`src/rtl/nvm_pkg.sv`:
```
package nvm_pkg;
  typedef enum logic [2:0] {
    PH_IDLE,
    PH_DEV,
    PH_AHI,
    PH_ALO,
    PH_WR,
    PH_RD
  } phase_e;

  localparam logic [3:0] DEV_PREFIX = 4'b1010;
endpackage

```
`src/rtl/nvm_bus_sampler.sv`:
```
module nvm_bus_sampler #(
  parameter int SYNC_STAGES = 2
) (
  input  logic clk,
  input  logic rst,
  input  logic scl_i,
  input  logic sda_i,
  output logic scl_hi,
  output logic sda_hi,
  output logic start_ev,
  output logic stop_ev,
  output logic rise_ev,
  output logic fall_ev
);
  localparam int LAST = SYNC_STAGES - 1;

  logic [LAST:0] scl_sync;
  logic [LAST:0] sda_sync;
  logic          scl_d;
  logic          sda_d;

  always_ff @(posedge clk) begin
    if (rst) begin
      scl_sync <= '1;
      sda_sync <= '1;
      scl_d    <= 1'b1;
      sda_d    <= 1'b1;
    end else begin
      scl_sync <= {scl_sync[LAST-1:0], scl_i};
      sda_sync <= {sda_sync[LAST-1:0], sda_i};
      scl_d    <= scl_sync[LAST];
      sda_d    <= sda_sync[LAST];
    end
  end

  assign scl_hi   = scl_sync[LAST];
  assign sda_hi   = sda_sync[LAST];
  assign start_ev = scl_hi & scl_d & sda_d & ~sda_hi;
  assign stop_ev  = scl_hi & scl_d & ~sda_d & sda_hi;
  assign rise_ev  = scl_hi & ~scl_d;
  assign fall_ev  = ~scl_hi & scl_d;
endmodule

```
`src/rtl/nvm_page_buf.sv`:
```
module nvm_page_buf #(
  parameter int AW = 5,
  parameter int DW = 8
) (
  input  logic          clk,
  input  logic          rst,
  input  logic          clr,
  input  logic          we,
  input  logic [AW-1:0] waddr,
  input  logic [DW-1:0] wdata,
  input  logic [AW-1:0] raddr,
  output logic [DW-1:0] rdata,
  output logic          rvalid
);
  localparam int SLOTS = 2 ** AW;

  logic [DW-1:0]    slot [SLOTS];
  logic [SLOTS-1:0] vld;

  always_ff @(posedge clk) begin
    if (we) slot[waddr] <= wdata;
  end

  always_ff @(posedge clk) begin
    if (rst || clr) vld <= '0;
    else if (we)    vld[waddr] <= 1'b1;
  end

  assign rdata  = slot[raddr];
  assign rvalid = vld[raddr];
endmodule

```
`src/rtl/nvm_store.sv`:
```
module nvm_store #(
  parameter int AW = 8,
  parameter int DW = 8
) (
  input  logic          clk,
  input  logic          we,
  input  logic [AW-1:0] waddr,
  input  logic [DW-1:0] wdata,
  input  logic [AW-1:0] raddr,
  output logic [DW-1:0] rdata
);
  localparam int DEPTH = 2 ** AW;

  logic [DW-1:0] mem [DEPTH];

  initial begin
    for (int i = 0; i < DEPTH; i++) mem[i] = '0;
  end

  always_ff @(posedge clk) begin
    if (we) mem[waddr] <= wdata;
    rdata <= mem[raddr];
  end
endmodule

```
`src/rtl/serial_nvm_slave.sv`:
```
module serial_nvm_slave #(
  parameter int MEM_AW       = 8,
  parameter int PAGE_AW      = 5,
  parameter int WRITE_CYCLES = 1000,
  parameter int SYNC_STAGES  = 2
) (
  input  logic       clk,
  input  logic       rst,
  input  logic       scl_i,
  input  logic       sda_i,
  output logic       sda_oe,
  input  logic [2:0] strap_i,
  input  logic       wp_i
);
  import nvm_pkg::*;

  localparam int BUSY_LEN = (WRITE_CYCLES > (2 ** PAGE_AW)) ? WRITE_CYCLES : (2 ** PAGE_AW) + 1;
  localparam int CW       = $clog2(BUSY_LEN + 1);
  localparam logic [MEM_AW-1:0]  PTR_ONE   = 1;
  localparam logic [PAGE_AW-1:0] PG_ONE    = 1;
  localparam logic [PAGE_AW-1:0] PAGE_LAST = '1;
  localparam logic [CW-1:0]      BC_ONE    = 1;
  localparam logic [3:0]         BIT_ONE   = 1;

  logic scl_hi, sda_hi, start_ev, stop_ev, rise_ev, fall_ev;

  nvm_bus_sampler #(.SYNC_STAGES(SYNC_STAGES)) u_sampler (
    .clk(clk), .rst(rst), .scl_i(scl_i), .sda_i(sda_i),
    .scl_hi(scl_hi), .sda_hi(sda_hi), .start_ev(start_ev), .stop_ev(stop_ev),
    .rise_ev(rise_ev), .fall_ev(fall_ev)
  );

  phase_e            phase;
  logic [7:0]        shreg, tx, ahi;
  logic [3:0]        bcnt;
  logic              in_ack, mack, any_buf;
  logic [MEM_AW-1:0] ptr;
  logic              buf_clr, buf_we;
  logic [PAGE_AW-1:0] buf_wa;
  logic [7:0]        buf_wd, buf_rd, rdata;
  logic              buf_rv;
  logic [CW-1:0]     busy_cnt;
  logic              busy, com_act, mem_we;
  logic [PAGE_AW-1:0] com_idx;
  logic [MEM_AW-1:0] mem_wa;
  logic [15:0]       word_addr;
  logic              unused_hi;

  assign word_addr = {ahi, shreg};
  assign unused_hi = ^word_addr[15:MEM_AW];
  assign busy      = (busy_cnt != '0);
  assign mem_we    = com_act & buf_rv;
  assign mem_wa    = {ptr[MEM_AW-1:PAGE_AW], com_idx};

  nvm_page_buf #(.AW(PAGE_AW), .DW(8)) u_page (
    .clk(clk), .rst(rst), .clr(buf_clr), .we(buf_we), .waddr(buf_wa),
    .wdata(buf_wd), .raddr(com_idx), .rdata(buf_rd), .rvalid(buf_rv)
  );

  nvm_store #(.AW(MEM_AW), .DW(8)) u_store (
    .clk(clk), .we(mem_we), .waddr(mem_wa), .wdata(buf_rd),
    .raddr(ptr), .rdata(rdata)
  );

  // Bus protocol engine
  always_ff @(posedge clk) begin
    if (rst) begin
      phase   <= PH_IDLE;
      bcnt    <= '0;
      in_ack  <= 1'b0;
      mack    <= 1'b0;
      sda_oe  <= 1'b0;
      shreg   <= '0;
      tx      <= '0;
      ahi     <= '0;
      ptr     <= '0;
      any_buf <= 1'b0;
      buf_clr <= 1'b0;
      buf_we  <= 1'b0;
      buf_wa  <= '0;
      buf_wd  <= '0;
    end else begin
      buf_clr <= 1'b0;
      buf_we  <= 1'b0;
      if (start_ev) begin
        phase  <= PH_DEV;
        bcnt   <= '0;
        in_ack <= 1'b0;
        sda_oe <= 1'b0;
      end else if (stop_ev) begin
        phase   <= PH_IDLE;
        in_ack  <= 1'b0;
        sda_oe  <= 1'b0;
        any_buf <= 1'b0;
      end else if (phase == PH_RD) begin
        if (rise_ev) begin
          if (in_ack) mack <= ~sda_hi;
          else        bcnt <= bcnt + BIT_ONE;
        end else if (fall_ev) begin
          if (in_ack) begin
            in_ack <= 1'b0;
            if (mack) begin
              tx     <= rdata;
              sda_oe <= ~rdata[7];
              bcnt   <= '0;
              ptr    <= ptr + PTR_ONE;
            end else begin
              sda_oe <= 1'b0;
              phase  <= PH_IDLE;
            end
          end else if (bcnt == 4'd8) begin
            sda_oe <= 1'b0;
            in_ack <= 1'b1;
          end else begin
            sda_oe <= ~tx[6];
            tx     <= {tx[6:0], 1'b0};
          end
        end
      end else if (phase != PH_IDLE) begin
        if (rise_ev && !in_ack && bcnt != 4'd8) begin
          shreg <= {shreg[6:0], sda_hi};
          bcnt  <= bcnt + BIT_ONE;
        end else if (fall_ev && in_ack) begin
          in_ack <= 1'b0;
          sda_oe <= 1'b0;
          bcnt   <= '0;
        end else if (fall_ev && bcnt == 4'd8) begin
          case (phase)
            PH_DEV: begin
              if (shreg[7:1] == {DEV_PREFIX, strap_i} && !busy) begin
                sda_oe <= 1'b1;
                in_ack <= 1'b1;
                mack   <= 1'b1;
                phase  <= shreg[0] ? PH_RD : PH_AHI;
              end else begin
                phase <= PH_IDLE;
              end
            end
            PH_AHI: begin
              sda_oe <= 1'b1;
              in_ack <= 1'b1;
              ahi    <= shreg;
              phase  <= PH_ALO;
            end
            PH_ALO: begin
              sda_oe  <= 1'b1;
              in_ack  <= 1'b1;
              ptr     <= word_addr[MEM_AW-1:0];
              buf_clr <= 1'b1;
              any_buf <= 1'b0;
              phase   <= PH_WR;
            end
            PH_WR: begin
              sda_oe <= 1'b1;
              in_ack <= 1'b1;
              if (!wp_i) begin
                buf_we  <= 1'b1;
                buf_wa  <= ptr[PAGE_AW-1:0];
                buf_wd  <= shreg;
                any_buf <= 1'b1;
              end
              ptr <= {ptr[MEM_AW-1:PAGE_AW], ptr[PAGE_AW-1:0] + PG_ONE};
            end
            default: phase <= PH_IDLE;
          endcase
        end
      end
    end
  end

  // Self-timed programming window and page commit sequencer
  always_ff @(posedge clk) begin
    if (rst) begin
      busy_cnt <= '0;
      com_act  <= 1'b0;
      com_idx  <= '0;
    end else if (stop_ev && phase == PH_WR && any_buf) begin
      busy_cnt <= CW'(BUSY_LEN);
      com_act  <= 1'b1;
      com_idx  <= '0;
    end else begin
      if (busy) busy_cnt <= busy_cnt - BC_ONE;
      if (com_act) begin
        com_idx <= com_idx + PG_ONE;
        if (com_idx == PAGE_LAST) com_act <= 1'b0;
      end
    end
  end


  busy_nack_chk: assert property (@(posedge clk) disable iff (rst)
    busy |-> !sda_oe);


  commit_on_stop_chk: assert property (@(posedge clk) disable iff (rst)
    $rose(busy) |-> $past(stop_ev));


  store_in_window_chk: assert property (@(posedge clk) disable iff (rst)
    mem_we |-> busy);


  drive_scl_low_chk: assert property (@(posedge clk) disable iff (rst)
    $rose(sda_oe) |-> !scl_hi);


  stop_release_chk: assert property (@(posedge clk) disable iff (rst)
    stop_ev |=> !sda_oe);
endmodule

```
`config.mk`:
```
export PLATFORM = sky130hd
export DESIGN_NAME = serial_nvm_slave
export DESIGN_NICKNAME = d
export VERILOG_FILES = /design/src/rtl/nvm_pkg.sv /design/src/rtl/nvm_bus_sampler.sv /design/src/rtl/nvm_page_buf.sv /design/src/rtl/nvm_store.sv /design/src/rtl/serial_nvm_slave.sv
export SDC_FILE = /design/constraint.sdc
export NUM_CORES = 2
export LEC_CHECK = 0
export BUFFER_PORTS_ARGS = -buffer_cell sky130_fd_sc_hd__buf_2
export CAP_MARGIN = 20
export CORE_MARGIN = 2
export CORE_UTILIZATION = 37
export DETAILED_ROUTE_END_ITERATION = 16
export SLEW_MARGIN = 20
export SYNTH_ARGS = -nofsm -noshare
export SYNTH_HDL_FRONTEND = slang
export SYNTH_HIERARCHICAL = 1
export SYNTH_SLANG_ARGS = --single-unit
```
`constraint.sdc`:
```
create_clock -name clk -period 10.4 [get_ports clk]
set_clock_uncertainty 0.1 [all_clocks]
set_input_delay 1.04 -clock clk [delete_from_list [all_inputs] [get_ports clk]]
set_output_delay 1.04 -clock clk [all_outputs]
set_load 0.01 [all_outputs]
```
==> flow_summary.rst <==
.. list-table::
   :header-rows: 1

   * - Metric
     - Value
   * - Family with the most delay on the worst path
     - buffers and inverters
   * - Number of buffer and inverter instances along the worst setup path
     - 4
   * - CTS resizes
     - 0
   * - Cell-by-cell trace of the critical path
     - buf_4 -> buf_4 -> mux4_2 -> mux4_2 -> mux2_8 -> buf_4 -> buf_4
   * - I/O pin cnt
     - 9
   * - Global-route track usage on met2
     - 0.284
   * - Setup total negative slack
     - 0 ps
   * - Worst EP arrival
     - 5440 ps
   * - Finish-stage setup viols
     - 0
   * - Final period utilization
     - 0.483
   * - Required arrival time at the worst endpoint
     - 10820 ps
   * - Critical Path Source Type
     - flip-flop
   * - Share of synthesized area occupied by flip-flops and latches
     - 0.758
   * - Rel. slew slack
     - 0.180
   * - Post-CTS repair timing setup buffer count
     - 0
   * - Initial standard-cell utilization of the core
     - 0.371
   * - Overflow after GRT
     - 0
   * - Unrepaired setup endpoints after global routing
     - no
   * - Async set-reset flop share out of synthesis
     - 0
   * - Post-DR wirelength/cell
     - 28.5 µm
   * - Count of standard-cell rows
     - 185
   * - Synth Area per Inst
     - 20.2 µm²
   * - Total routed wirelength
     - 235 mm
   * - Post-synthesis cell type count
     - 77
   * - Number of buffers inserted by hold repair at cts
     - 0
   * - Total Nets Final
     - 4722
   * - Cell area after synthesis
     - 0.0942 mm²
   * - Post-synthesis net count
     - 4671
   * - Main synth FF type
     - sky130_fd_sc_hd__edfxtp_1
   * - Number of synthesized register bits
     - 2415
   * - Met1 track demand over resource
     - 0.255
   * - Delay of the slowest cell on the worst path
     - 760 ps
   * - Clock latency on the worst-skew pair
     - 890 ps
   * - Cell with the largest stage delay on the worst path
     - sky130_fd_sc_hd__dfxtp_4
   * - Worst-path maximum fanout
     - 94
   * - Count of buffers inserted at the top-level ports
     - 8
   * - Highest attainable clock frequency
     - 199 MHz
   * - Weighted congestion reported at the end of routability-driven placement
     - 0.850
   * - Vias in the first global route
     - 46700
   * - Final critical-path required period
     - 5030 ps
   * - Clock sink count
     - 2415
   * - Yosys warnings
     - 6
   * - Vias after detailed routing
     - 47100
   * - CTS clock-pin slew for the worst setup and hold paths
     - 70 ps
   * - Fill cell count
     - 22100
   * - Die height
     - 509 µm
   * - Final number of hold-violating endpoints
     - 0
   * - Max-slew violation total from the final report
     - 0
   * - Most common cell on crit path
     - sky130_fd_sc_hd__buf_4
   * - Pin count of the biggest net entering global routing
     - 157
   * - Cell at the root of the clock tree
     - sky130_fd_sc_hd__clkbuf_16
   * - Finished Core Util
     - 0.415
   * - Detailed router's first-iteration violation count
     - 5592
   * - Hold Slack
     - 238 ps
   * - Ratio of routed vias to standard cells
     - 5.70
   * - Number of flops mapped to enable cells by yosys
     - 2304
   * - Global routing met3 resource utilization
     - 0.0345
   * - Most crowded layer after global routing
     - met2
   * - Global-route wire length before repair
     - 339 mm
   * - Placeable Area
     - 0.254 mm²
   * - Max Root-Sink Buffers
     - 3
   * - Leakage power
     - 22.6 nW
   * - Count of unresolved DRC violations after routing
     - 0
   * - Number of antenna violations at the first check in global routing
     - 6
   * - Fraction of layout cells with a size suffix above 1
     - 0.215
   * - Total CTS buffers
     - 226
   * - Total routing resource utilization after global routing
     - 0.180
   * - Detailed Place HPWL
     - 139 mm
   * - Kind of end point of the critical path
     - flip-flop
   * - Critical setup path kind
     - reg2reg
   * - Number of detailed-routing iterations run before antenna repair
     - 6
   * - Overall die width
     - 509 µm
   * - Die area
     - 0.259 mm²
   * - Power density over cell area
     - 179 mW/mm²
   * - Transition at the pin with the smallest max-transition slack
     - 1230 ps
   * - Number of H-tree branching levels
     - 4
   * - Maximum vdd drop
     - 0.188 mV
   * - Number of nets still failing antenna checks after routing
     - 0
   * - Outcome
     - complete, no violations
   * - Overall power consumption
     - 18.9 mW
   * - Synthesis-to-layout area growth
     - 11.7%
   * - Hold WC Path Type
     - in2reg
   * - Clock tree from TritonCTS
     - done
   * - MaxCap Viol Count
     - 0
   * - Post-Syn Instances
     - 4654
[layout make-up]
type,instances,area [µm²],share of cell area
diodes,4,10.0,0.0000951
clock buffers,275,5960,0.0566
clock inverters,146,1420,0.0134
inverters,13,48.8,0.000464
multi-input cells,1946,21300,0.202
flip-flops and latches,2415,71400,0.679
well taps,3366,4210,0.0400
repair buffers,103,872,0.00829
[sequential cells by signal, summed over array words and instances, names as in the netlist, 5 cells and up]
signal / count
buf_wa: 5
buf_wd: 8
busy_cnt: 10
com_idx: 5
ptr: 8
shreg: 8
tx: 7
u_page/slot: 256
u_page/vld: 32
u_store/mem: 2048
u_store/rdata: 8
[through the flow]
step	setup WS, ps	cell area, µm²	instances
global placement	4970	97700	7836
detailed placement	5240	97800	7841
floorplan	6440	94200	4654
global route	5000	105000	8266
finish	5370	105000	8268
CTS	5240	105000	8262
[layout by cell type, fill, tap and decap left out, drive strengths merged, types with 8 or more instances in the layout]
cell / Yosys / final
a211oi: 28 / 28
a21oi: 138 / 138
a221oi: 15 / 15
a22o: 8 / 8
a22oi: 134 / 134
and2: 9 / 9
and3: 12 / 12
buf: 139 / 103
bufinv: 0 / 21
clkbuf: 141 / 275
clkinv: 1 / 106
clkinvlp: 0 / 15
dfxtp: 111 / 111
edfxtp: 2304 / 2304
ha: 9 / 9
inv: 12 / 17
mux2: 11 / 11
mux2i: 153 / 153
mux4: 546 / 546
nand2: 80 / 80
nand2b: 15 / 15
nand3: 50 / 50
nand3b: 11 / 11
nand4: 17 / 17
nor2: 354 / 354
nor2b: 39 / 39
nor3: 35 / 35
nor4: 33 / 33
o211ai: 14 / 14
o21a: 35 / 35
o21ai: 24 / 24
o221ai: 49 / 49
o22ai: 29 / 29
o32ai: 8 / 8
or2: 11 / 11
xnor2: 10 / 10
[cell families (layout without fill, tap and decap cells)]
family                     after synthesis  after routing  share of synthesized area
adders and majority gates                9              9                    0.00120
buffers and inverters                  293            537                     0.0182
and+or+nand+nor                        695            695                     0.0346
other                                    0              4                          0
muxes                                  710            710                      0.148
DFF                                   2415           2415                      0.758
AOI/OAI and AO/OA                      517            517                     0.0382
xor gates and xnor gates                15             15                    0.00139
[worst paths after layout]
kind	from	to	slack, ps	cells past startpoint
worst max-delay path	com_idx[1]$_SDFFE_PP0P_	u_store/mem[82][3]$_DFFE_PP_	5370	7
worst min-delay path	scl_i	u_sampler/scl_sync[0]$_SDFF_PP1_	240	2
worst max register to register	com_idx[1]$_SDFFE_PP0P_	u_store/mem[82][3]$_DFFE_PP_	5370	7
worst min register to register	u_sampler/sda_sync[0]$_SDFF_PP1_	u_sampler/sda_sync[1]$_SDFF_PP1_	310	1
[where the power goes]
group          switching (mW)  internal, mW
clock                    3.61          4.60
combinational          0.0730        0.0636
sequential             0.0207          10.5
[cells in the mapped netlist, drive strengths merged (8+ instances only)]
cell type	instances	area, µm²
clkbuf	141	529
inv	12	45.0
ha	9	113
and3	12	75.1
xnor2	10	87.6
o21ai	24	120
nand2	80	300
nand3	50	250
a221oi	15	138
o211ai	14	105
o221ai	49	435
mux2i	153	1530
nand2b	15	93.8
a21oi	138	691
nor2	354	1330
or2	11	68.8
buf	139	1130
and2	9	56.3
o22ai	29	181
o32ai	8	77.6
nor2b	39	244
edfxtp	2304	69200
mux2	11	124
nand4	17	106
nor4	33	225
a22oi	134	1010
a22o	8	70.1
nor3	35	175
o21a	35	263
mux4	546	12300
dfxtp	111	2220
nand3b	11	82.6
a211oi	28	210
[metal layers]
layer | vias to the layer above | part of all wire
met3 | 336 | 0.082
li1 | 19400 | -
met1 | 25300 | 0.41
met2 | 2107 | 0.48
met4 | 4 | 0.026
met5 | - | 0.00011
(Power assumes the default switching activity.)
